`config.mk`:
```
export PLATFORM = sky130hd
export DESIGN_NAME = dt_reseq
export DESIGN_NICKNAME = d
export VERILOG_FILES = /design/src/rtl/dt_reseq_pkg.sv /design/src/rtl/dt_slot_timer.sv /design/src/rtl/dt_stamper.sv /design/src/rtl/dt_pick.sv /design/src/rtl/dt_hold_buffer.sv /design/src/rtl/dt_reseq.sv
export SDC_FILE = /design/constraint.sdc
export NUM_CORES = 1
export LEC_CHECK = 0
export BUFFER_PORTS_ARGS = -buffer_cell sky130_fd_sc_hd__buf_2
export CAP_MARGIN = 0
export CORE_MARGIN = 1.5
export CORE_UTILIZATION = 40
export CTS_CLUSTER_DIAMETER = 40
export DETAILED_ROUTE_END_ITERATION = 10
export MAX_ROUTING_LAYER = met4
export PLACE_DENSITY = 0.66
export SLEW_MARGIN = 5
export SYNTH_ARGS = -nofsm -noshare
export SYNTH_HDL_FRONTEND = slang
export SYNTH_SLANG_ARGS = --single-unit
```
`constraint.sdc`:
```
create_clock -name clk -period 6.49 [get_ports clk]
set_clock_uncertainty 0.05 [all_clocks]
set_input_delay 0.649 -clock clk [delete_from_list [all_inputs] [get_ports clk]]
set_output_delay 0.649 -clock clk [all_outputs]
set_load 0.02 [all_outputs]
```
`src/rtl/dt_reseq_pkg.sv`:
```
package dt_reseq_pkg;

  // Bits carried by one cell slot on a fabric line.
  localparam int CELL_BITS = 424;

  // Worst-case disorder bound in slots:
  // slots per arbitration cycle times the maximum number of tries.
  // The expansion ratio is given as exp_num/exp_den to stay in integers.
  function automatic int dt_bound(input int ports, input int group,
                                  input int exp_num, input int exp_den);
    int lm_x;
    int per_arb;
    int tries;
    lm_x    = group * exp_num;
    per_arb = (ports * exp_den + lm_x - exp_den + CELL_BITS * exp_den - 1)
              / (CELL_BITS * exp_den);
    tries   = (ports * exp_den + lm_x - 1) / lm_x;
    return per_arb * tries;
  endfunction

  // Smallest stamp width whose modulus exceeds twice the bound.
  function automatic int slot_bits(input int bound);
    return $clog2(2 * bound + 1);
  endfunction

endpackage

```
`src/rtl/dt_slot_timer.sv`:
```
module dt_slot_timer #(
  parameter int SLOT_CYC = 4,
  parameter int SLOT_W   = 9
) (
  input  logic              clk,
  input  logic              rst_n,
  output logic [SLOT_W-1:0] slot
);

  logic [SLOT_W-1:0] slot_q;

  generate
    if (SLOT_CYC > 1) begin : g_divided
      localparam int CYC_W = $clog2(SLOT_CYC);
      localparam logic [CYC_W-1:0] LAST = CYC_W'(SLOT_CYC - 1);
      logic [CYC_W-1:0] cyc_q;

      always_ff @(posedge clk) begin
        if (!rst_n) begin
          cyc_q  <= '0;
          slot_q <= '0;
        end else if (cyc_q == LAST) begin
          cyc_q  <= '0;
          slot_q <= slot_q + SLOT_W'(1);
        end else begin
          cyc_q  <= cyc_q + CYC_W'(1);
        end
      end

      // the counter steps once at the end of each slot
      p_slot_step_r2: assert property (@(posedge clk) disable iff (!rst_n)
        (cyc_q == LAST) |=> (slot_q == $past(slot_q) + SLOT_W'(1)));
      // and holds inside the slot
      p_slot_hold_r2: assert property (@(posedge clk) disable iff (!rst_n)
        (cyc_q != LAST) |=> $stable(slot_q));
    end else begin : g_single
      always_ff @(posedge clk) begin
        if (!rst_n) slot_q <= '0;
        else        slot_q <= slot_q + SLOT_W'(1);
      end
    end
  endgenerate

  assign slot = slot_q;

endmodule

```
`src/rtl/dt_stamper.sv`:
```
module dt_stamper #(
  parameter int DATA_W  = 16,
  parameter int SLOT_W  = 9,
  parameter int T_BOUND = 156
) (
  input  logic              src_valid,
  output logic              src_ready,
  input  logic [DATA_W-1:0] src_data,
  input  logic [SLOT_W-1:0] slot,
  output logic              fab_valid,
  input  logic              fab_ready,
  output logic [DATA_W-1:0] fab_data,
  output logic [SLOT_W-1:0] fab_due
);

  localparam logic [SLOT_W-1:0] T_MOD = SLOT_W'(T_BOUND);

  assign fab_valid = src_valid;
  assign src_ready = fab_ready;
  assign fab_data  = src_data;
  assign fab_due   = slot + T_MOD;   // wraps modulo 2^SLOT_W

endmodule

```
`src/rtl/dt_pick.sv`:
```
module dt_pick #(
  parameter int DEPTH = 8,
  localparam int IDX_W = (DEPTH > 1) ? $clog2(DEPTH) : 1
) (
  input  logic [DEPTH-1:0] req,
  output logic             found,
  output logic [IDX_W-1:0] idx
);

  // Lowest index wins: entries are kept in arrival order.
  always_comb begin
    idx = '0;
    for (int i = DEPTH - 1; i >= 0; i--) begin
      if (req[i]) idx = IDX_W'(i);
    end
  end

  assign found = |req;

endmodule

```
`src/rtl/dt_hold_buffer.sv`:
```
module dt_hold_buffer #(
  parameter int DATA_W = 16,
  parameter int SLOT_W = 9,
  parameter int DEPTH  = 8
) (
  input  logic              clk,
  input  logic              rst_n,
  input  logic [SLOT_W-1:0] slot,
  input  logic              rcv_valid,
  input  logic [DATA_W-1:0] rcv_data,
  input  logic [SLOT_W-1:0] rcv_due,
  output logic              out_valid,
  input  logic              out_ready,
  output logic [DATA_W-1:0] out_data,
  output logic              overflow
);

  localparam int CNT_W = $clog2(DEPTH + 1);
  localparam int IDX_W = (DEPTH > 1) ? $clog2(DEPTH) : 1;
  localparam logic [CNT_W-1:0] FULL = CNT_W'(DEPTH);

  // Compacting store: entry 0 is the oldest arrival.
  logic [DATA_W-1:0] data_q [DEPTH];
  logic [SLOT_W-1:0] due_q  [DEPTH];
  logic [DEPTH-1:0]  ripe_q;
  logic [CNT_W-1:0]  cnt_q;
  logic              ovf_q;

  logic [DATA_W-1:0] data_n [DEPTH];
  logic [SLOT_W-1:0] due_n  [DEPTH];
  logic [DEPTH-1:0]  ripe_n;
  logic [CNT_W-1:0]  cnt_after;
  logic [CNT_W-1:0]  cnt_n;

  logic [DEPTH-1:0]  elig;
  logic              any_elig;
  logic [IDX_W-1:0]  sel;
  logic              pop;
  logic              room;
  logic              push;
  logic              drop;

  // An entry is eligible once its stamp has matched the slot counter.
  // The ripe bit remembers a match so back-pressure cannot lose it.
  always_comb begin
    for (int i = 0; i < DEPTH; i++) begin
      elig[i] = (CNT_W'(i) < cnt_q) && (ripe_q[i] || (due_q[i] == slot));
    end
  end

  dt_pick #(.DEPTH(DEPTH)) u_pick (
    .req   (elig),
    .found (any_elig),
    .idx   (sel)
  );

  assign out_valid = any_elig;
  assign out_data  = data_q[sel];
  assign pop       = any_elig && out_ready;
  assign room      = (cnt_q != FULL) || pop;
  assign push      = rcv_valid && room;
  assign drop      = rcv_valid && !room;
  assign cnt_after = cnt_q - CNT_W'(pop);
  assign cnt_n     = cnt_after + CNT_W'(push);

  // Remove the released entry by shifting the younger ones down,
  // then append the arrival behind the survivors.
  always_comb begin
    for (int i = 0; i < DEPTH; i++) begin
      int j;
      j = i;
      if (pop && (i >= int'(sel))) j = i + 1;
      if (j < DEPTH) begin
        data_n[i] = data_q[j];
        due_n[i]  = due_q[j];
        ripe_n[i] = elig[j];
      end else begin
        data_n[i] = '0;
        due_n[i]  = '0;
        ripe_n[i] = 1'b0;
      end
      if (push && (CNT_W'(i) == cnt_after)) begin
        data_n[i] = rcv_data;
        due_n[i]  = rcv_due;
        ripe_n[i] = (rcv_due == slot);
      end
    end
  end

  always_ff @(posedge clk) begin
    for (int i = 0; i < DEPTH; i++) begin
      data_q[i] <= data_n[i];
      due_q[i]  <= due_n[i];
    end
    if (!rst_n) begin
      cnt_q  <= '0;
      ripe_q <= '0;
      ovf_q  <= 1'b0;
    end else begin
      cnt_q  <= cnt_n;
      ripe_q <= ripe_n;
      if (drop) ovf_q <= 1'b1;
    end
  end

  assign overflow = ovf_q;

  // occupancy stays within the store
  p_count_bound_r7: assert property (@(posedge clk) disable iff (!rst_n)
    cnt_q <= FULL);
  // a dropped arrival leaves the full store full and flags overflow
  p_drop_full_r7: assert property (@(posedge clk) disable iff (!rst_n)
    (rcv_valid && (cnt_q == FULL) && !(out_valid && out_ready))
    |=> (cnt_q == FULL) && overflow);
  // the overflow flag is sticky
  p_ovf_sticky_r7: assert property (@(posedge clk) disable iff (!rst_n)
    overflow |=> overflow);
  // nothing is offered from an empty store
  p_offer_nonempty_r3: assert property (@(posedge clk) disable iff (!rst_n)
    out_valid |-> (cnt_q != '0));
  // one accepted handshake removes exactly one cell
  p_pop_one_r5: assert property (@(posedge clk) disable iff (!rst_n)
    (out_valid && out_ready && !rcv_valid) |=> (cnt_q == $past(cnt_q) - CNT_W'(1)));

endmodule

```
`src/rtl/dt_reseq.sv`:
```
module dt_reseq
  import dt_reseq_pkg::*;
#(
  parameter int DATA_W   = 16,
  parameter int DEPTH    = 8,
  parameter int SLOT_CYC = 4,
  parameter int SW_PORTS = 1024,
  parameter int GRP_SIZE = 16,
  parameter int EXP_NUM  = 5,
  parameter int EXP_DEN  = 4,
  parameter int T_BOUND  = dt_bound(SW_PORTS, GRP_SIZE, EXP_NUM, EXP_DEN),
  parameter int SLOT_W   = slot_bits(T_BOUND)
) (
  input  logic              clk,
  input  logic              rst_n,
  input  logic              src_valid,
  output logic              src_ready,
  input  logic [DATA_W-1:0] src_data,
  output logic              fab_valid,
  input  logic              fab_ready,
  output logic [DATA_W-1:0] fab_data,
  output logic [SLOT_W-1:0] fab_due,
  input  logic              rcv_valid,
  input  logic [DATA_W-1:0] rcv_data,
  input  logic [SLOT_W-1:0] rcv_due,
  output logic              out_valid,
  input  logic              out_ready,
  output logic [DATA_W-1:0] out_data,
  output logic [SLOT_W-1:0] slot_now,
  output logic              overflow
);

  logic [SLOT_W-1:0] slot;

  dt_slot_timer #(.SLOT_CYC(SLOT_CYC), .SLOT_W(SLOT_W)) u_timer (
    .clk   (clk),
    .rst_n (rst_n),
    .slot  (slot)
  );

  dt_stamper #(.DATA_W(DATA_W), .SLOT_W(SLOT_W), .T_BOUND(T_BOUND)) u_stamp (
    .src_valid (src_valid),
    .src_ready (src_ready),
    .src_data  (src_data),
    .slot      (slot),
    .fab_valid (fab_valid),
    .fab_ready (fab_ready),
    .fab_data  (fab_data),
    .fab_due   (fab_due)
  );

  dt_hold_buffer #(.DATA_W(DATA_W), .SLOT_W(SLOT_W), .DEPTH(DEPTH)) u_hold (
    .clk       (clk),
    .rst_n     (rst_n),
    .slot      (slot),
    .rcv_valid (rcv_valid),
    .rcv_data  (rcv_data),
    .rcv_due   (rcv_due),
    .out_valid (out_valid),
    .out_ready (out_ready),
    .out_data  (out_data),
    .overflow  (overflow)
  );

  assign slot_now = slot;

endmodule

```
==> results.md, run 1 <==
Critical path:
- The required arrival time at the worst endpoint is 6.62 ns.
- The worst setup path is launched from a flip-flop.
- The buffering stage count on the worst path with inverters included is 2.
- The highest cell delay on the worst timing path is 0.85 ns.
- The data arrival time of the critical path is 5.45 ns.
- Walking the worst path, the cells encountered are xor2_1 > nor4_1 > a41oi_2 > o22ai_2 > o41ai_4 > inv_1 > ha_1 > ha_1 > xnor2_1 > nand2_1 > a211o_2 > nand2_1 > buf_4.
- In this design, the largest share of critical-path delay is due to compound AO/OA/AOI/OAI gates.
- The category of the critical setup timing path is flip-flop to flip-flop.
- In this run the worst path has a maximum fanout of 53.
- STA classifies the critical path endpoint as a flip-flop.
- The slowest stage of the critical path is the sky130_fd_sc_hd__dfxtp_1 cell.

Global routing:
- Summed over all layers, the global routing overflow is 0.
- The first global-routing pass estimated 58.9 mm of wire.
- The via count of the first global-routing pass came to 9307.
- The initial antenna violation count was 1.
- The aggregate global-route resource usage is 22.7%.
- The pin count of the biggest net entering global routing is 63.

CTS:
- The clock tree from TritonCTS is done.
- CTS placed an instance of sky130_fd_sc_hd__clkbuf_16 at the clock tree root.
- Clock-pin slew was measured on the worst setup and hold paths at 0.05 ns.
- Buffers inserted during clock tree synthesis total 38.
- The clock insertion delay at the later pin of the skew report is 0.52 ns.
- For this design, the CTS-stage hold fixing added 0 buffers.
- The number of sinks handled by clock tree synthesis is 224.
- The number of resized instances in the post-cts repair step is 0.
- CTS built an H-tree with a depth of 2.
- The clock passes through at most 3 buffers.
- The setup fix buffers added after clock tree synthesis is 0.

Final layout:
- The layout overhead on the synthesized area is 13.2%.
- The fraction of final layout cells sized beyond drive strength 1 is 24.5%.
- The most common cell after layout, fill and taps aside is sky130_fd_sc_hd__edfxtp_1.
- The library cells used most frequently in the layout, excluding fill and tap cells, are sky130_fd_sc_hd__edfxtp_1 (200), sky130_fd_sc_hd__mux2i_1 (129), sky130_fd_sc_hd__nor2_1 (89).
- The final design utilization is 45.8%.
- The final layout net count is 1223.

Drt:
- The count of nets left with antenna violations once routing finished came out at 0.
- In this run, the number of DRC markers left after iteration 0 of detailed routing was 908.
- The via density per instance is 5.67.
- The detailed router placed 9333 vias in this run.
- After detailed routing, the number of remaining DRC violations is 0.
- Dividing the detail-routed wire length by the instance count gives 23.6 µm.
- The aggregate routed wire length is 38.8 mm.
- The length of the first detailed-routing pass in iterations is 5.

Timing:
- Setup total negative slack on the finished layout was measured at 0 ns.
- At the pin with the least slew margin, the transition time is 1.24 ns.
- The number of endpoints with negative hold slack in the final report is 0.
- After layout, the worst path uses 81.9% of the clock period.
- Setup violations remaining at the end of the flow were counted as 0.
- The highest clock frequency the design can meet is 188 MHz.
- The worst pin sits at a relative slew slack of 17.1%.
- The final max-slew violation count came to 0.
- Setup repair after global routing left no endpoint under its margin.
- The routed design could run at a clock period as short as 5.32 ns.
- Final hold analysis gives a worst-case slack of 0.379 ns.

Pwr:
- For this design the static power due to leakage is 6.10 nW.
- The ratio of total power to cell area is 272 nW/µm².
- IR analysis of the VDD net gives a maximum drop of 0.000232 V.

Synth:
- The top flip-flop cell by instance count after synthesis is sky130_fd_sc_hd__edfxtp_1.
- The mean cell area of the mapped netlist is 11.8 µm².
- The dominant combinational cell family by area after synthesis is multiplexers.
- The complex-gate fraction of the synthesized area is 10.3%.
- The post-synthesis cell count is 1147.
- Yosys mapped a number of flops with a built-in enable equal to 200.
- The number of distinct library cells after synthesis is 66.
- The portion of synthesized area spent on multiplexers is 20.0%.
- The xor-xnor portion of the synthesized cell area is 6.42%.
- The net count after synthesis is 1202.
- The share of async-settable or async-resettable flops after synthesis is 0%.
- The post-synthesis sequential element count is 224.
- The total number of yosys warnings is 0.
- The synthesized-area fraction occupied by adder cells is 0.741%.
- The register area share after synthesis is 48.0%.
- The post-synthesis share of cell area spent on and, or, nand and nor gates is 9.13%.
- The mapped netlist covers 13500 µm².

Floorplanning:
- The placeable core area is 33400 µm².
- The die covers 34900 µm².
- Once the floorplan was initialized, standard cells occupied 40.5% of the core.
- The count of pins on the block boundary is 101.
- The die extent in x is 187 µm.
- The vertical die dimension is 187 µm.
- After floorplanning, the core was divided into 67 placement rows.

Status:
- The run finished with clean final reports.

Place:
- The post-detailed-placement half-perimeter wirelength is 25.4 mm.
- The final weighted congestion in routability-driven placement is 1.01.
- The number of buffer cells added on primary ports is 64.

Flow run:
- The max capacitance violation total is 0.

Hold path:
- In this run the worst hold path is classified as flip-flop to flip-flop.
[final cells by class]
class | instances | area (µm²)
sequential | 224 | 6490
antenna | 1 | 2.50
fill | 3091 | 18100
multi-input combinational | 809 | 6320
inverter | 10 | 37.5
tap | 448 | 561
clock buffer | 46 | 1050
timing repair buffer | 85 | 503
clock inverter | 23 | 322
[flip-flops by register name, indices dropped and copies added, names as in the netlist]
name                     flops
u_hold.data_q              128
u_hold.due_q                72
u_timer.slot                 9
u_hold.ripe_q                8
u_hold.cnt_q                 4
u_timer.g_divided.cyc_q      2
u_hold.overflow              1
[cell families (layout without fill, tap and decap cells)]
kind of cell               Yosys count  in the layout
AOI/OAI and AO/OA                  208            208
xor gates and xnor gates            99             99
adders and majority gates            8              8
buffers and inverters              114            164
DFF                                224            224
muxes                              230            230
other                                0              1
and+or+nand+nor                    264            264
[worst paths after layout]
check,slack (ns),end,cells after the start,from
min reg2reg,0.38,u_timer.g_divided.cyc_q[0],1,u_timer.g_divided.cyc_q[0]
max,1.17,u_hold.data_q[3][2],13,u_timer.slot[5]
min,0.38,u_timer.g_divided.cyc_q[0],1,u_timer.g_divided.cyc_q[0]
max reg2reg,1.17,u_hold.data_q[3][2],13,u_timer.slot[5]
[per-stage QoR]
step           worst slack (ns)  power [W]  area, µm²  std cells
6_report                   1.17    0.00415      15300       1646
5_1_grt                   0.808    0.00427      15300       1646
4_1_cts                    1.19    0.00417      15300       1645
3_5_place_dp               1.22    0.00200      13900       1576
3_3_place_gp               1.29    0.00199      13900       1576
2_1_floorplan              1.80    0.00191      13500       1147
[routing by layer]
layer | share of wire [%] | GRT usage [%] | up-vias
li1 | - | - | 4255
met1 | 45 | 31.1 | 4574
met2 | 45 | 34.1 | 408
met3 | 6.5 | 3.63 | 96
met4 | 3.5 | 8.16 | 0
met5 | 0 | - | -
[power by group]
| part | total [W] | leakage [nW] | internal (W) | switching [W] |
|---|---|---|---|---|
| Combinational | 0.000299 | 3.43 | 0.000126 | 0.000173 |
| Sequential | 0.00168 | 2.01 | 0.00163 | 0.0000488 |
| Clock | 0.00218 | 0.661 | 0.00142 | 0.000762 |
| Total | 0.00415 | 6.10 | 0.00317 | 0.000984 |
[cell usage after synthesis, types with 9 or more instances]
library cell | count | area [µm²]
sky130_fd_sc_hd__mux2i_1 | 129 | 1290
sky130_fd_sc_hd__o22ai_1 | 28 | 175
sky130_fd_sc_hd__mux2_4 | 72 | 1080
sky130_fd_sc_hd__or2_2 | 13 | 81.3
sky130_fd_sc_hd__buf_2 | 18 | 90.1
sky130_fd_sc_hd__nor2_1 | 89 | 334
sky130_fd_sc_hd__inv_1 | 10 | 37.5
sky130_fd_sc_hd__xor2_1 | 53 | 464
sky130_fd_sc_hd__mux2_2 | 29 | 327
sky130_fd_sc_hd__nand2_1 | 76 | 285
sky130_fd_sc_hd__dfxtp_1 | 24 | 480
sky130_fd_sc_hd__buf_4 | 46 | 345
sky130_fd_sc_hd__o21ai_0 | 33 | 165
sky130_fd_sc_hd__nor2b_1 | 9 | 56.3
sky130_fd_sc_hd__xnor2_1 | 46 | 403
sky130_fd_sc_hd__buf_6 | 15 | 169
sky130_fd_sc_hd__edfxtp_1 | 200 | 6010
sky130_fd_sc_hd__and3_1 | 13 | 81.3
sky130_fd_sc_hd__nand3_1 | 14 | 70.1
sky130_fd_sc_hd__a21oi_1 | 78 | 390
sky130_fd_sc_hd__and2_1 | 16 | 100
sky130_fd_sc_hd__clkbuf_1 | 17 | 63.8
[worst register-to-register path, cell delays in order (launching register included)]
cell and delay, ns:
sky130_fd_sc_hd__dfxtp_1 0.85, sky130_fd_sc_hd__xor2_1 0.21, sky130_fd_sc_hd__nor4_1 0.09, sky130_fd_sc_hd__a41oi_2 0.39
sky130_fd_sc_hd__o22ai_2 0.26, sky130_fd_sc_hd__o41ai_4 0.41, sky130_fd_sc_hd__inv_1 0.10, sky130_fd_sc_hd__ha_1 0.21
sky130_fd_sc_hd__ha_1 0.22, sky130_fd_sc_hd__xnor2_1 0.40, sky130_fd_sc_hd__nand2_1 0.09, sky130_fd_sc_hd__a211o_2 0.66
sky130_fd_sc_hd__nand2_1 0.63, sky130_fd_sc_hd__buf_4 0.41
Note: power is estimated with default switching activity, not from simulation.
==> run 2, diff against run 1 <==
PLACE_DENSITY = 0.68   (was 0.66)
clock period = 4.8 ns   (was 6.49 ns; I/O delays follow)
==> run 2 against run 1 <==
Total power is 28% higher. Cell area up 1.0%. Clock power is 20% higher. Wire length down 1.1%. Cell count grew 2.2%. Worst hold slack got worse by 0.092 ns.
==> results.md, run 2 (synthesis gave the netlist of run 1 again) <==
Status:
- The flow ran to the end, and the final reports show no timing, DRC or antenna violations.

Timing:
- The worst hold margin is 0.287 ns.
- At the pin with the least slew margin, the transition time is 0.780 ns.
- Setup repair after global routing left no endpoint under its margin.
- The number of endpoints with negative hold slack in the final report is 0.
- The final max-slew violation count came to 0.
- Counting I/O delays and the setup requirement, the final critical path takes 4.55 ns.
- The worst path meets setup with 0.249 ns of slack.
- The worst slew slack as a fraction of its limit is 47.9%.
- Setup violations remaining at the end of the flow were counted as 0.
- The final total negative setup slack is 0 ns.
- The part of the cycle the worst path needs is 94.8%.
- Based on the critical path, the design can be clocked at up to 220 MHz.

Global routing:
- The via count of the first global-routing pass came to 9520.
- The residual overflow from global routing is 0.
- In the global route stage, overall resource usage came out at 22.4%.
- Entering global routing, the biggest net connects 53 pins.
- The first global-routing pass estimated 58.4 mm of wire.
- The initial antenna violation count is 1.

Critical path:
- The highest net fanout along the worst path is 12.
- The setup path with the least slack is of type flip-flop to output pin.
- Traced cell by cell, the critical path runs through xor2_1 > nor4_1 > a41oi_2 > o22ai_2 > nor2_1 > nand2_1 > o22ai_1 > or2_2 > buf_2.
- The highest cell delay on the worst timing path is 0.71 ns.
- STA classifies the critical path endpoint as an output pin.
- The data arrival time of the critical path is 4.02 ns.
- The category of the worst setup path launch point is a flip-flop.
- The largest individual stage delay along the critical path comes from the cell sky130_fd_sc_hd__dfxtp_1.
- Data on the critical path is required at its endpoint by 4.27 ns.

Final layout:
- After filler insertion, the fill cell instance count of the layout stands at 3065.
- The flip-flop count of the largest register after layout is 128.
- The cell area after layout is 15500 µm².
- In the layout the commonest cells are sky130_fd_sc_hd__edfxtp_1 (200), sky130_fd_sc_hd__mux2i_1 (129), sky130_fd_sc_hd__nor2_1 (89).
- The final layout net count is 1260.
- The fraction of final layout cells sized beyond drive strength 1 is 26.7%.
- The multi-input combinational cells in the finished layout cover a total of 6340 µm².
- The layout overhead on the synthesized area is 14.3%.
- Leaving out fill and tap cells, the most frequent cell in the layout is sky130_fd_sc_hd__edfxtp_1.
- Counting flops per register, the top entry is u_hold.data_q.
- The register cell area after layout is 6490 µm².

Floorplanning:
- The vertical die dimension is 187 µm.
- The count of pins on the block boundary is 101.
- The floorplan die area is 34900 µm².
- The placeable core area is 33400 µm².
- The floorplan has 67 rows.
- Once the floorplan was initialized, standard cells occupied 40.5% of the core.
- In this run the horizontal extent of the chip is 187 µm.

CTS:
- Clock-pin slew was measured on the worst setup and hold paths at 0.06 ns.
- The clock buffer count from CTS is 38.
- The H-tree was split into 2 levels.
- The clock tree from TritonCTS is done.
- At the later pin of the worst-skew pair, clock insertion delay measures 0.53 ns.
- In this run the deepest clock path goes through 3 buffers.
- The clock drives 224 sinks.
- The tree is rooted in a sky130_fd_sc_hd__clkbuf_16.

Drt:
- The count of unresolved DRC violations after routing is 0.
- The overall via count from detail_route is 9638.
- The iteration-0 DRC count of the detailed router is 1044.
- After detailed routing, the total wire length is 38.4 mm.
- In the final routed layout, each cell accounts on average for 22.8 µm.
- The via density per instance is 5.73.
- The length of the first detailed-routing pass in iterations is 7.
- In this run the remaining antenna-violating nets after routing total 0.

Place:
- The placement-stage worst setup slack is 0.385 ns.
- The number of buffer cells added on primary ports is 64.
- Detailed placement finished with a half-perimeter wire length of 25.5 mm.
- The final weighted congestion in routability-driven placement is 0.889.
- The area of placed instances is 14200 µm².

Pwr:
- Power spread over the standard cell area amounts to 344 nW/µm².
- The worst ir drop on vdd is 0.000403 V.
- The leakage power summed over all cells is 6.21 nW.

Hold path:
- The tightest min-delay check is of the primary input to flip-flop type.

Flow run:
- The max capacitance violation total is 0.
## run 2: changes by cell type in the layout (fill, tap and decap cells not counted), sizes merged
cell | before | now
buf | 85 | 122
clkinv | 7 | 13
bufinv | 6 | 2
inv | 16 | 12
clkinvlp | 4 | 7
clkbuf | 46 | 45
## run 2: layout make-up
class / instances / share of cell area, %
Multi-Input combinational cell: 809 / 41.0
Tap cell: 448 / 3.63
Antenna cell: 1 / 0.0162
Clock buffer: 45 / 6.53
Sequential cell: 224 / 42.0
Inverter: 10 / 0.243
Timing Repair Buffer: 122 / 5.13
Clock inverter: 24 / 1.43
## run 2: routing by layer
metal	track usage [%]	vias to the layer above	share of wire [%]
met3	3.31	72	7.0
met5	-	-	0
met2	35.5	406	47
met4	6.98	0	2.6
met1	29.6	4827	43
li1	-	4333	-
## run 2: report_power, final
part           total, W  internal [W]  switching, W
clock           0.00262       0.00162       0.00100
combinational  0.000420      0.000177      0.000243
sequential      0.00226       0.00220     0.0000633
total           0.00531       0.00400       0.00131
## run 2: repair_timing
action	CTS	global route
setup buffers	0	3
pin swaps	0	1
hold buffers	0	0
setup endpoints to repair	1	14
resized for setup	1	5
## run 2: worst paths after layout
path	slack [ns]	from	to	cells past startpoint
max	0.25	u_timer.slot[5]	out_data[0]	9
min	0.29	rcv_valid	u_hold.overflow	3
max reg2reg	0.31	u_timer.slot[5]	u_hold.due_q[4][4]	15
min reg2reg	0.38	u_timer.g_divided.cyc_q[0]	u_timer.g_divided.cyc_q[0]	1
## run 2: critical path: cells and delay by family, from the launching register on
kind / cells / cell delay (ns)
AOI/OAI and AO/OA: 3 / 0.95
xor gates and xnor gates: 1 / 0.13
buffers and inverters: 1 / 0.18
DFF: 1 / 0.71
and+or+nand+nor: 4 / 1.51
## run 2: stage by stage
stage / utilization, % / total power (W) / cells
floorplan: - / 0.00259 / 1147
global placement: 42.5 / 0.00270 / 1610
detailed placement: 42.5 / 0.00271 / 1610
CTS: 46.2 / 0.00532 / 1679
global route: 46.3 / 0.00545 / 1683
finish: 46.3 / 0.00531 / 1683
